## config.mk

```make
export PLATFORM = sky130hd
export DESIGN_NAME = ifetch_pingpong_prefetch
export DESIGN_NICKNAME = d
export VERILOG_FILES = /design/src/rtl/ipf_pkg.sv /design/src/rtl/ipf_slot.sv /design/src/rtl/ipf_ctrl.sv /design/src/rtl/ifetch_pingpong_prefetch.sv
export SDC_FILE = /design/constraint.sdc
export NUM_CORES = 1
export LEC_CHECK = 0
export CAP_MARGIN = 20
export CORE_UTILIZATION = 45
export DETAILED_ROUTE_END_ITERATION = 8
export DONT_BUFFER_PORTS = 1
export MAX_ROUTING_LAYER = met4
export PLACE_DENSITY_LB_ADDON = 0.3
export SYNTH_ARGS = -nofsm -noshare
export SYNTH_HDL_FRONTEND = slang
export SYNTH_HIERARCHICAL = 1
export SYNTH_SLANG_ARGS = --single-unit
```

## constraint.sdc

```tcl
create_clock -name clk -period 7.18 [get_ports clk]
set_input_delay 0.718 -clock clk [delete_from_list [all_inputs] [get_ports clk]]
set_output_delay 0.718 -clock clk [all_outputs]
set_load 0.01 [all_outputs]
```

## src/rtl/ipf_pkg.sv

```systemverilog
package ipf_pkg;
  typedef enum logic [2:0] {
    ST_IDLE,
    ST_ISSUE,
    ST_PEN,
    ST_WAIT,
    ST_DONE
  } ipf_state_e;
endpackage

```

## src/rtl/ipf_slot.sv

```systemverilog
module ipf_slot #(
  parameter int AW = 32,
  parameter int TW = 8
) (
  input  logic          clk,
  input  logic          rst_n,
  input  logic          load,
  input  logic [AW-1:0] load_addr,
  input  logic [TW-1:0] load_tag,
  input  logic          rsp_valid,
  input  logic [TW-1:0] rsp_tag,
  output logic [AW-1:0] addr,
  output logic          addr_ok,
  output logic          pend
);

  logic [TW-1:0] tag_q, tag_n;
  logic [AW-1:0] addr_n;
  logic          ok_n, pend_n, rsp_hit, upd_en;

  assign rsp_hit = rsp_valid && pend && (rsp_tag == tag_q);
  assign upd_en  = load || rsp_hit;

  always_comb begin
    addr_n = addr;
    ok_n   = addr_ok;
    tag_n  = tag_q;
    pend_n = pend;
    if (rsp_hit) pend_n = 1'b0;
    if (load) begin
      addr_n = load_addr;
      ok_n   = 1'b1;
      tag_n  = load_tag;
      pend_n = 1'b1;
    end
  end

  always_ff @(posedge clk or negedge rst_n) begin
    if (!rst_n) begin
      addr    <= '0;
      addr_ok <= 1'b0;
      tag_q   <= '0;
      pend    <= 1'b0;
    end else if (upd_en) begin
      addr    <= addr_n;
      addr_ok <= ok_n;
      tag_q   <= tag_n;
      pend    <= pend_n;
    end
  end

  AST_LOAD_PEND: assert property (@(posedge clk) disable iff (!rst_n)
    load |=> (pend && addr_ok));
  AST_STALE_RSP: assert property (@(posedge clk) disable iff (!rst_n)
    (rsp_valid && (rsp_tag != tag_q) && !load) |=> ($stable(pend) && $stable(addr)));

endmodule

```

## src/rtl/ipf_ctrl.sv

```systemverilog
module ipf_ctrl
  import ipf_pkg::*;
#(
  parameter int AW          = 32,
  parameter int TW          = 8,
  parameter int PW          = 4,
  parameter int SW          = 8,
  parameter int BLOCK_BYTES = 16
) (
  input  logic                clk,
  input  logic                rst_n,
  input  logic                act_en,
  input  logic                fetch_valid,
  input  logic [AW-1:0]       fetch_addr,
  input  logic                fetch_first,
  input  logic [PW-1:0]       fetch_penalty,
  input  logic [1:0][AW-1:0]  buf_addr,
  input  logic [1:0]          buf_ok,
  input  logic [1:0]          buf_pend,
  output logic [1:0]          load,
  output logic [AW-1:0]       load_addr,
  output logic [TW-1:0]       load_tag,
  output logic                creq_valid,
  output logic                fetch_ready,
  output logic [SW-1:0]       stall_count
);

  localparam int            OFF  = $clog2(BLOCK_BYTES);
  localparam logic [AW-1:0] STEP = AW'(BLOCK_BYTES);

  ipf_state_e    st_q, st_n, after_issue;
  logic [AW-1:0] base_q, base_n, aln, pre_tgt;
  logic          cur_q, cur_n, ncur_q, ncur_n, npre_q, npre_n;
  logic [PW-1:0] pen_q, pen_n;
  logic [SW-1:0] stall_q, stall_n;
  logic [TW-1:0] tag_q, tag_n;
  logic [1:0]    hit;
  logic          sel_c, pre_hit_c, issue_cur, issue_pre, dp_en;

  assign aln     = {fetch_addr[AW-1:OFF], {OFF{1'b0}}};
  assign pre_tgt = aln + STEP;

  for (genvar i = 0; i < 2; i++) begin : g_match
    assign hit[i] = buf_ok[i] && (buf_addr[i] == aln);
  end

  assign sel_c     = hit[1] & ~hit[0];
  assign pre_hit_c = buf_ok[~sel_c] && (buf_addr[~sel_c] == pre_tgt);

  assign issue_cur   = (st_q == ST_ISSUE) && ncur_q;
  assign issue_pre   = (st_q == ST_ISSUE) && !ncur_q && npre_q;
  assign creq_valid  = issue_cur || issue_pre;
  assign load_addr   = issue_cur ? base_q : (base_q + STEP);
  assign load_tag    = tag_q;
  assign load[0]     = (issue_cur && !cur_q) || (issue_pre && cur_q);
  assign load[1]     = (issue_cur && cur_q) || (issue_pre && !cur_q);
  assign fetch_ready = (st_q == ST_DONE);
  assign stall_count = stall_q;
  assign after_issue = (pen_q != '0) ? ST_PEN : ST_WAIT;
  assign dp_en       = (st_q != ST_IDLE) || fetch_valid;

  always_comb begin
    st_n    = st_q;
    base_n  = base_q;
    cur_n   = cur_q;
    ncur_n  = ncur_q;
    npre_n  = npre_q;
    pen_n   = pen_q;
    stall_n = stall_q;
    tag_n   = tag_q;
    unique case (st_q)
      ST_IDLE: begin
        if (fetch_valid) begin
          base_n  = aln;
          cur_n   = sel_c;
          stall_n = '0;
          if (!act_en) begin
            ncur_n = 1'b0;
            npre_n = 1'b0;
            pen_n  = '0;
            st_n   = ST_DONE;
          end else begin
            ncur_n = !(hit[0] || hit[1]);
            npre_n = !pre_hit_c;
            pen_n  = fetch_first ? fetch_penalty : '0;
            if (ncur_n || npre_n) st_n = ST_ISSUE;
            else if (pen_n != '0) st_n = ST_PEN;
            else                  st_n = ST_WAIT;
          end
        end
      end
      ST_ISSUE: begin
        if (ncur_q) begin
          ncur_n = 1'b0;
          if (!npre_q) st_n = after_issue;
        end else begin
          npre_n = 1'b0;
          st_n   = after_issue;
        end
      end
      ST_PEN: begin
        stall_n = stall_q + SW'(1);
        pen_n   = pen_q - PW'(1);
        if (pen_q == PW'(1)) st_n = ST_WAIT;
      end
      ST_WAIT: begin
        if (buf_pend[cur_q]) stall_n = stall_q + SW'(1);
        else                 st_n    = ST_DONE;
      end
      ST_DONE: st_n = ST_IDLE;
      default: st_n = ST_IDLE;
    endcase
    if (creq_valid) tag_n = tag_q + TW'(1);
  end

  always_ff @(posedge clk or negedge rst_n) begin
    if (!rst_n) begin
      st_q    <= ST_IDLE;
      base_q  <= '0;
      cur_q   <= 1'b0;
      ncur_q  <= 1'b0;
      npre_q  <= 1'b0;
      pen_q   <= '0;
      stall_q <= '0;
      tag_q   <= '0;
    end else begin
      st_q <= st_n;
      if (dp_en) begin
        base_q  <= base_n;
        cur_q   <= cur_n;
        ncur_q  <= ncur_n;
        npre_q  <= npre_n;
        pen_q   <= pen_n;
        stall_q <= stall_n;
      end
      if (creq_valid) tag_q <= tag_n;
    end
  end

  AST_REQ_ALIGNED: assert property (@(posedge clk) disable iff (!rst_n)
    creq_valid |-> (load_addr[OFF-1:0] == '0));
  AST_READY_FILLED: assert property (@(posedge clk) disable iff (!rst_n)
    (fetch_ready && ($past(st_q) == ST_WAIT)) |-> !buf_pend[cur_q]);
  AST_READY_PULSE: assert property (@(posedge clk) disable iff (!rst_n)
    fetch_ready |=> !fetch_ready);
  AST_QUIET_OFF: assert property (@(posedge clk) disable iff (!rst_n)
    ((st_q == ST_IDLE) && fetch_valid && !act_en) |=> (!creq_valid && fetch_ready));

endmodule

```

## src/rtl/ifetch_pingpong_prefetch.sv

```systemverilog
module ifetch_pingpong_prefetch #(
  parameter int ADDR_W     = 32,
  parameter int TAG_W      = 8,
  parameter int PEN_W      = 4,
  parameter int STALL_W    = 8,
  parameter bit WIDE_FETCH = 1'b1
) (
  input  logic               clk,
  input  logic               rst_n,
  input  logic               act_en,
  input  logic               fetch_valid,
  input  logic [ADDR_W-1:0]  fetch_addr,
  input  logic               fetch_first,
  input  logic [PEN_W-1:0]   fetch_penalty,
  output logic               fetch_ready,
  output logic [STALL_W-1:0] stall_count,
  output logic               creq_valid,
  output logic [ADDR_W-1:0]  creq_addr,
  output logic [TAG_W-1:0]   creq_tag,
  input  logic               crsp_valid,
  input  logic [TAG_W-1:0]   crsp_tag
);

  localparam int BLOCK_BYTES = WIDE_FETCH ? 16 : 8;

  logic [1:0][ADDR_W-1:0] b_addr;
  logic [1:0]             b_ok, b_pend, b_load;
  logic [ADDR_W-1:0]      ld_addr;
  logic [TAG_W-1:0]       ld_tag;

  ipf_ctrl #(
    .AW(ADDR_W), .TW(TAG_W), .PW(PEN_W), .SW(STALL_W), .BLOCK_BYTES(BLOCK_BYTES)
  ) u_ctrl (
    .clk(clk), .rst_n(rst_n), .act_en(act_en),
    .fetch_valid(fetch_valid), .fetch_addr(fetch_addr),
    .fetch_first(fetch_first), .fetch_penalty(fetch_penalty),
    .buf_addr(b_addr), .buf_ok(b_ok), .buf_pend(b_pend),
    .load(b_load), .load_addr(ld_addr), .load_tag(ld_tag),
    .creq_valid(creq_valid), .fetch_ready(fetch_ready), .stall_count(stall_count)
  );

  for (genvar i = 0; i < 2; i++) begin : g_slot
    ipf_slot #(.AW(ADDR_W), .TW(TAG_W)) u_slot (
      .clk(clk), .rst_n(rst_n),
      .load(b_load[i]), .load_addr(ld_addr), .load_tag(ld_tag),
      .rsp_valid(crsp_valid), .rsp_tag(crsp_tag),
      .addr(b_addr[i]), .addr_ok(b_ok[i]), .pend(b_pend[i])
    );
  end

  assign creq_addr = ld_addr;
  assign creq_tag  = ld_tag;

endmodule

```

== Word level (Yosys, flattened, before mapping) ==
Cells that the tools add are included.

* $add $sub $neg: 5
* Magnitude comparators: 2
* Equal/unequal tests: 16
* Muxes and demuxes: 35
* Bitwise gates (word level): 3
* Reductions and logical operators: 45

{| class="wikitable"
|+ Operator list
! operator !! count
|-
| $eq 32x32->1 || 3
|-
| $mux 32 || 3
|-
| $add 32x5->32 const B || 2
|-
| $pmux 8 s3 || 1
|-
| $mux 3 || 7
|-
| $add 8x1->8 const B || 2
|-
| $eq 8x8->1 || 2
|-
| $mux 8 || 2
|-
| $mux 1 || 15
|-
| $logic_and 1x1->1 || 14
|-
| $mux 4 || 3
|-
| $pmux 3 s4 || 1
|-
| $reduce_and 4->1 || 3
|-
| $reduce_and 3->1 || 3
|-
| $logic_or 1x1->1 || 8
|-
| $pmux 4 s2 || 1
|-
| $reduce_and 2->1 || 4
|-
| $reduce_bool 2->1 || 4
|-
| $reduce_bool 4->1 || 2
|-
| $eq 3x2->1 const B || 2
|-
| $ne 2x2->1 const B || 3
|-
| $reduce_bool 3->1 || 2
|-
| $eq 4x1->1 const B || 1
|-
| $logic_not 1->1 || 4
|-
| other kinds (10) || 14
|}

* Register bits after elaboration: 138
* Input port bits: 50
* Output and inout bits: 50
* Word-level logic and storage cells: 122

== Longest topological paths before layout ==
Gate-level depths: netlist of run 1.

* Word-level depth: 15
* Mapped depth: 12
* Depth with buffers taken out: 11

== Cells and area by module ==
The synthesis of run 1 kept the hierarchy.

{| class="wikitable"
|+ By module, submodules not included
! module !! instances !! cells an instance !! area an instance (um^2) !! sequential area each (um^2)
|-
| ipf_ctrl || 1 || 602 || 4829.6 || 1351.3
|-
| ipf_slot || 2 || 105 || 1826.8 || 1051.0
|}

== Worst setup path after synthesis of run 1 ==
Ideal clock, no wire load.

* Path kind: input port to flip-flop
* Start: input fetch_addr[9]
* End: register u_ctrl.st_q[0]
* Library setup time: 134 ps
* Data arrival time: 3567 ps
* Required time: 7046 ps
* Path slack: 3479 ps
* Cell stages on the path: 12
* Buffers on the path: 2
* Path through: buf_2 > xor2_1 > or4_1 > or4_4 > o211ai_4 > buf_12 > mux2i_1 > xnor2_1 > nand4_1 > a2111oi_2 > and2_1 > a31oi_1

* Cells in the longest elaborated chain, start to end: 14
* Elaborated cells between the ends (all ways): 21
* Classes of those cells: 1 x add/sub; 3 x eq/ne; 8 x mux; 2 x bitwise; 7 x reduce/logical

{| class="wikitable"
|+ RTL lines
! element !! RTL line !! source
|-
| from (decl) || ifetch_pingpong_prefetch.sv:12 || <nowiki>input logic [ADDR_W-1:0] fetch_addr,</nowiki>
|-
| parallel branches: the longest is 9 deep, another holds $add 32x5->32 || - ||
|-
| $logic_or 1x1->1 * || ipf_ctrl.sv:86 || <nowiki>if (ncur_n || npre_n) st_n = ST_ISSUE;</nowiki>
|-
| $mux 3 * || ipf_ctrl.sv:86 ||
|-
| $mux 3 * || ipf_ctrl.sv:77 || <nowiki>if (!act_en) begin</nowiki>
|-
| $mux 3 * || ipf_ctrl.sv:73 || <nowiki>if (fetch_valid) begin</nowiki>
|-
| $pmux 3 s4 * || ipf_ctrl.sv:71 || <nowiki>unique case (st_q)</nowiki>
|-
| to (signal assigned) || ipf_ctrl.sv:127 || <nowiki>st_q <= st_n;</nowiki>
|-
| to (decl) || ipf_ctrl.sv:31 || <nowiki>ipf_state_e st_q, st_n, after_issue;</nowiki>
|}

Every way passes the cells marked *. The select of a mux whose other input is x is not followed.
A chain may end at the register's enable or synchronous reset.

== Worst setup path after layout of run 1 ==
* Start: register u_ctrl.st_q[1]
* End: output creq_addr[31]

* Cells in the longest elaborated chain, start to end: 3

{| class="wikitable"
|+ RTL lines
! element !! RTL line !! source
|-
| $eq 3x1->1 || ipf_ctrl.sv:50 || <nowiki>assign issue_cur = (st_q == ST_ISSUE) && ncur_q;</nowiki>
|-
| $logic_and 1x1->1 || ipf_ctrl.sv:50 ||
|-
| $mux 32 || ipf_ctrl.sv:53 || <nowiki>assign load_addr = issue_cur ? base_q : (base_q + STEP);</nowiki>
|-
| to (decl) || ifetch_pingpong_prefetch.sv:18 || <nowiki>output logic [ADDR_W-1:0] creq_addr,</nowiki>
|}

No other way between the ends.

==> run_results.csv, run 1 <==
group,metric,value,unit
clock_tree,cts_made_buffers,17,
worst_setup_path,cp-start-kind,"flip-flop",
route,drtAntennaViolNets,0,
layout,nFillCells,1634,
worst_setup_path,cp_max_fo,13,
sta,skew,0.00789,ns
route,routedWlPerCell,19.7,um
layout,areaGrowthSynthToFinish,7.05,%
yosys,synth-seq-cells,138,
yosys,synth_enable_flop_cells,0,
clock_tree,path_clk_slew,0.07,ns
sta,period_share,0.600,
global_route,track_usage,0.228,
yosys,syn_inst,812,
clock_tree,cts_resized,0,
placed_design,io_buffer_count,0,
worst_setup_path,path_cells,"nor2_1, and2_1, nand2_1, and4_1, and2_0, nand2b_1, nor2_1, nand4_1, nor2_1, xor2_1",
layout,most-common-layout-cells,"138 x dfrtp_1, 128 x nand2_1, 78 x xor2_1, 77 x xnor2_1, 72 x mux2_4",
yosys,synth_area,8480,um^2
clock_tree,cts_num_sinks,138,
power,swShare,0.370,
global_route,grt_pass1_wl,32.9,mm
die,dieWidth,139,um
layout,layout.nets,843,
power,power.switching,1.25,mW
yosys,async_reset_ff_frac,1.00,
route,vias_per_cell,5.59,
clock_tree,htreeDepth,4,
sta,max_slew_margin,0.284,
die,die_height,139,um
worst_setup_path,critical_path.top_delay_family,"simple AND/OR/NAND/NOR gates",
power,p_leak,4.09,nW
die,core,18200,um^2
clock_tree,cts.path.max_buffers,2,
route,drc,0,
sta,grt_setup_unrepaired,"no",
worst_setup_path,crit_buf_inv,0,
power,p_int,2.14,mW
die,die_area,19400,um^2
status,run_status,"complete, no violations",
power,p_seq_frac,0.408,
layout,layout_commonest_cell,"dfrtp_1",
sta,drv_slew,0,
yosys,ys_seq_area_frac,0.407,
clock_tree,ctsHoldBuffers,1,
layout,fin_cells,1028,
route,finalWirelength,20.2,mm
worst_hold_path,hold_class,"input pin to async pin",
worst_setup_path,crit_slowest_cell,"dfrtp_1",
die,num_rows,49,
sta,finalSetupViolations,0,
sta,worst_pin_slew,1.07,ns
job,drv_cap,0,
global_route,grt_overflow,0,
power,combPwrFrac,0.329,
power,vdd_drop_max,0.178,mV
sta,period_minus_slack,4.31,ns
power,pwr-share-clk,0.263,
layout,multiInputGateArea,4630,um^2
global_route,grt_max_degree,139,
clock_tree,cts_root_buffer,"clkbuf_16",
clock_tree,clk_latency,0.42,ns
placed_design,dp.cells,995,
global_route,grt_pass1_vias,5813,
placed_design,place_congestion,0.886,
layout,n_antenna_cell,0,
worst_setup_path,cp.arrival,3.59,ns
yosys,synth_ff_type,"dfrtp_1",
route,vias,5743,
power,powerDensity,374,nW/um^2
layout,layout-drive-gt1-share,0.159,
power,totalPowerFinal,3.39,mW
worst_setup_path,slowest_delay,0.57,ns
worst_setup_path,end_kind,"primary output",
die,top_level_ports,100,
layout,seq_area,3450,um^2
worst_setup_path,required,6.46,ns
placed_design,hpwl,14.6,mm
yosys,ys_types,52,
route,drtIter0Drc,251,
global_route,antenna_found_initial,0,
yosys,ys_warn_count,6,
sta,clock.fmax,232,MHz
clock_tree,cts_setup_buffers,0,
die,start_util,0.466,
worst_setup_path,cpMostUsedCell,"nor2_1",
sta,tns,0,ns
yosys,synth.avg_cell_area,10.4,um^2
worst_setup_path,critical_path_class,"flip-flop to primary output",
clock_tree,cts_tree,"done",
route,dr.pass1.iters,5,
sta,hold_viol,0,
## worst reg2reg max path: stages (launching register included)
cell       delay [ns]
dfrtp_1          0.41
xor2_1           0.19
or4_1            0.54
or4_4            0.53
o211ai_4         0.87
mux2i_1          0.22
xnor2_1          0.36
nand4_1          0.21
a2111oi_2        0.45
and2_1           0.23
o22ai_1          0.09
## path summary, 6_finish.rpt
check / start / to / cells after the start / slack, ns
worst max-delay path: u_ctrl/st_q[1] / creq_addr[31] / 10 / 2.87
worst min register to register: g_slot[1].u_slot/addr_ok / g_slot[1].u_slot/addr_ok / 1 / 0.46
min in group clk: fetch_addr[27] / u_ctrl/base_q[27] / 2 / 0.40
max in group asynchronous: rst_n / g_slot[0].u_slot/addr[9] / 1 / 6.40
worst min-delay path: rst_n / u_ctrl/load_tag[1] / 1 / 0.28
worst max register to register: g_slot[0].u_slot/addr[14] / u_ctrl/npre_q / 10 / 2.95
## flip-flops by register name (all words and copies together), names as in the netlist
| register | count |
|---|---|
| g_slot.u_slot/addr | 64 |
| g_slot.u_slot/addr_ok | 2 |
| g_slot.u_slot/pend | 2 |
| g_slot.u_slot/tag_q | 16 |
| u_ctrl/base_q | 28 |
| u_ctrl/cur_q | 1 |
| u_ctrl/load_tag | 8 |
| u_ctrl/ncur_q | 1 |
| u_ctrl/npre_q | 1 |
| u_ctrl/pen_q | 4 |
| u_ctrl/st_q | 3 |
| u_ctrl/stall_count | 8 |
## routing by layer
layer / vias up / GRT usage / part of all wire
met5: - / - / 0
met4: 0 / 0.0579 / 0.0094
met3: 11 / 0.0664 / 0.065
met2: 122 / 0.340 / 0.45
met1: 2873 / 0.303 / 0.47
li1: 2737 / - / -
## through the flow
stage	utilization	hold WS, ns	setup WS [ns]	instance area, um^2
after floorplan	-	0.422	3.48	8490
after global placement	0.464	0.425	2.75	8460
after detailed placement	0.464	0.425	2.74	8460
after CTS	0.499	0.305	2.80	9080
after global routing	0.499	0.303	2.61	9080
final	0.499	0.276	2.87	9080
## Yosys cell counts (all sizes together) (2+ instances only)
cell	n	area, um^2
clkbuf	29	109
ha	7	87.6
nor2b	2	12.5
o2111ai	4	35.0
and4	6	52.6
nor4	15	93.8
and3	15	93.8
o31ai	2	15.0
inv	16	60.1
o211ai	4	43.8
or4	4	33.8
or2	2	12.5
nand4	27	169
buf	24	264
a31oi	5	31.3
nor3	12	60.1
nor2	33	124
nand3	33	165
nand2	128	480
o22ai	3	18.8
and2	7	43.8
a211oi	6	45.0
dfrtp	138	3450
mux2	82	1190
xor2	78	683
mux2i	18	180
a2111oi	2	23.8
xnor2	77	674
o21ai	11	55.1
a21oi	7	35.0
a222oi	3	30.0
## cell type report
type | instances | area share
multi-input cells | 608 | 0.510
flip-flops and latches | 138 | 0.380
clock buffers | 19 | 0.0488
well taps | 229 | 0.0316
clock inverters | 13 | 0.0169
inverters | 16 | 0.00661
repair buffers | 5 | 0.00634
## kinds of logic after synthesis
| logic type | Yosys count | share of synthesized area |
|---|---|---|
| other cells | 1 | 0.000442 |
| compound gates | 56 | 0.0485 |
| mux | 100 | 0.162 |
| buf+inv | 69 | 0.0510 |
| flops | 138 | 0.407 |
| simple gates | 286 | 0.161 |
| xor+xnor | 155 | 0.160 |
| fa+ha+maj | 7 | 0.0103 |
## power by group through the flow
stage          registers, mW  clock network (mW)  logic (mW)
6_report                1.38               0.894        1.12
3_3_place_gp            1.38                   0        1.08
5_1_grt                 1.43               0.944        1.24
2_1_floorplan           1.28                   0       0.952
4_1_cts                 1.38               0.913        1.12
3_5_place_dp            1.39                   0        1.10
Note: power is estimated with default switching activity, not from simulation.
==> inputs of run 2 (changes only) <==
==> constraint.sdc (replaced) <==
create_clock -name clk -period 3.8 [get_ports clk]
set_input_delay 0.38 -clock clk [delete_from_list [all_inputs] [get_ports clk]]
set_output_delay 0.38 -clock clk [all_outputs]
set_load 0.01 [all_outputs]
==> run 2 against run 1 <==
  * Worst hold slack lost 0.22 ns
  * Register-to-register slack lost 2.8 ns
  * Clock skew grew 0.0018 ns
  * Utilization grew 0.91 points
  * Setup slack lost 2.8 ns
  * Combinational power grew 94%
  * Final area grew 1.8%
  * Via count grew 1.5%
  * Sequential power grew 88%
  * Power grew 91%
  * Die area is the same
  * Critical path type is now flip-flop to flip-flop
  * Critical endpoint is now u_ctrl/npre_q
==> run_results.csv, run 2 (synthesized netlist as in run 1, its figures left out) <==
group,metric,value,unit
status,run_status,"complete, no violations",
global_route,grt_pass1_wl,33.8,mm
power,p_leak,4.17,nW
layout,most-common-layout-cells,"138 x dfrtp_1, 128 x nand2_1, 78 x xor2_1, 77 x xnor2_1, 72 x mux2_4",
clock_tree,cts_root_buffer,"clkbuf_16",
clock_tree,cts_tree,"done",
route,vias,5828,
layout,nFillCells,1610,
die,die_height,139,um
global_route,track_usage,0.234,
layout,reg.largest.list,"g_slot.u_slot/addr: 64 flops, u_ctrl/base_q: 28 flops, g_slot.u_slot/tag_q: 16 flops",
route,vias_per_cell,5.58,
route,drtIter0Drc,453,
worst_setup_path,cp.arrival,3.96,ns
global_route,grt_pass1_vias,5867,
global_route,grt_overflow,0,
die,num_rows,49,
sta,finalSetupViolations,0,
worst_hold_path,hold_class,"input pin to flip-flop",
sta,grt_setup_unrepaired,"no",
route,routedWlPerCell,19.9,um
route,drc,0,
route,drtAntennaViolNets,0,
route,finalWirelength,20.8,mm
placed_design,place_congestion,0.895,
global_route,antenna_found_initial,0,
layout,layout.nets,860,
clock_tree,htreeDepth,4,
worst_setup_path,critical_path_class,"flip-flop to flip-flop",
layout,largest-register,"g_slot.u_slot/addr",
layout,layout_commonest_cell,"dfrtp_1",
layout,n_antenna_cell,0,
worst_setup_path,r2r_cells,11,
die,top_level_ports,100,
die,core,18200,um^2
global_route,grt_max_degree,139,
worst_setup_path,required,4.08,ns
layout,areaGrowthSynthToFinish,9.01,%
sta,period_minus_slack,3.68,ns
power,vdd_drop_max,0.367,mV
worst_hold_path,holdPathStages,2,
clock_tree,cts.path.max_buffers,2,
clock_tree,cts_num_sinks,138,
sta,worst_pin_slew,0.745,ns
job,drv_cap,0,
worst_setup_path,cp_max_fo,7,
die,start_util,0.466,
clock_tree,cts_setup_buffers,0,
clock_tree,clk_latency,0.42,ns
sta,clock.fmax,272,MHz
die,dieWidth,139,um
layout,largest_reg_flops,64,
clock_tree,path_clk_slew,0.06,ns
placed_design,hpwl,14.9,mm
sta,tns,0,ns
sta,drv_slew,0,
clock_tree,cts_made_buffers,17,
layout,layout-drive-gt1-share,0.176,
worst_setup_path,end_kind,"flip-flop",
route,dr.pass1.iters,6,
power,powerDensity,700,nW/um^2
layout,fin_util,0.508,
sta,max_slew_margin,0.502,
sta,hold_viol,0,
worst_setup_path,cp-start-kind,"flip-flop",
placed_design,io_buffer_count,0,
sta,skew,0.00969,ns
die,die_area,19400,um^2
sta,period_share,0.969,
-- run 2: timing repair --
action | in CTS | in global routing
gates resized for setup | 0 | 0
endpoints found under the hold margin | 138 | 0
hold buffers | 2 | 0
endpoints found under the setup margin | 0 | 2
-- run 2: layout make-up --
| type | count | area [um^2] | share of cell area |
|---|---|---|---|
| repair buffers | 22 | 213 | 0.0230 |
| well taps | 229 | 287 | 0.0310 |
| clock buffers | 19 | 453 | 0.0490 |
| flip-flops and latches | 138 | 3450 | 0.373 |
| multi-input cells | 608 | 4630 | 0.500 |
| clock inverters | 13 | 155 | 0.0168 |
| inverters | 16 | 60.1 | 0.00649 |
-- run 2: final timing paths --
| check | endpoint | from | slack [ns] |
|---|---|---|---|
| worst max-delay path | u_ctrl/npre_q | g_slot[0].u_slot/addr[9] | 0.12 |
| worst min-delay path | u_ctrl/base_q[18] | fetch_addr[18] | 0.06 |
| worst max register to register | u_ctrl/npre_q | g_slot[0].u_slot/addr[9] | 0.12 |
| worst min register to register | g_slot[0].u_slot/addr_ok | g_slot[0].u_slot/addr_ok | 0.46 |
| max in group asynchronous | u_ctrl/base_q[6] | rst_n | 2.66 |
| min in group asynchronous | u_ctrl/load_tag[1] | rst_n | 0.59 |
-- run 2: layer usage --
metal	track usage	wire [um]
met5	-	0
met4	0.0596	180
met3	0.0664	1360
met2	0.337	9250
met1	0.322	9980
-- run 2: worst max-delay path, cell delays in order (launching register included) --
cell and delay (ns):
dfrtp_1 0.41, xor2_1 0.21, or4_1 0.51, or4_4 0.55
o211ai_4 0.31, buf_4 0.22, mux2i_1 0.22, xnor2_1 0.20
nand4_1 0.16, a2111oi_2 0.46, and2_1 0.22, o22ai_1 0.08
-- run 2: power breakdown --
group,switching (mW),internal [mW]
clock,0.690,1.02
combinational,1.11,1.06
sequential,0.597,2.00
-- run 2: through the flow --
| step | instances | hold slack [ns] | power (mW) | setup slack [ns] | area, um^2 |
|---|---|---|---|---|---|
| finish | 1045 | 0.0596 | 6.47 | 0.119 | 9250 |
| global route | 1045 | 0.0439 | 6.88 | 0.00150 | 9250 |
| CTS | 1045 | 0.0482 | 6.50 | 0.0994 | 9250 |
| detailed placement | 1011 | 0.0872 | 4.73 | 0.116 | 8600 |
| floorplan | 815 | 0.0844 | 4.23 | 0.437 | 8490 |
| global placement | 1011 | 0.0871 | 4.68 | 0.195 | 8600 |
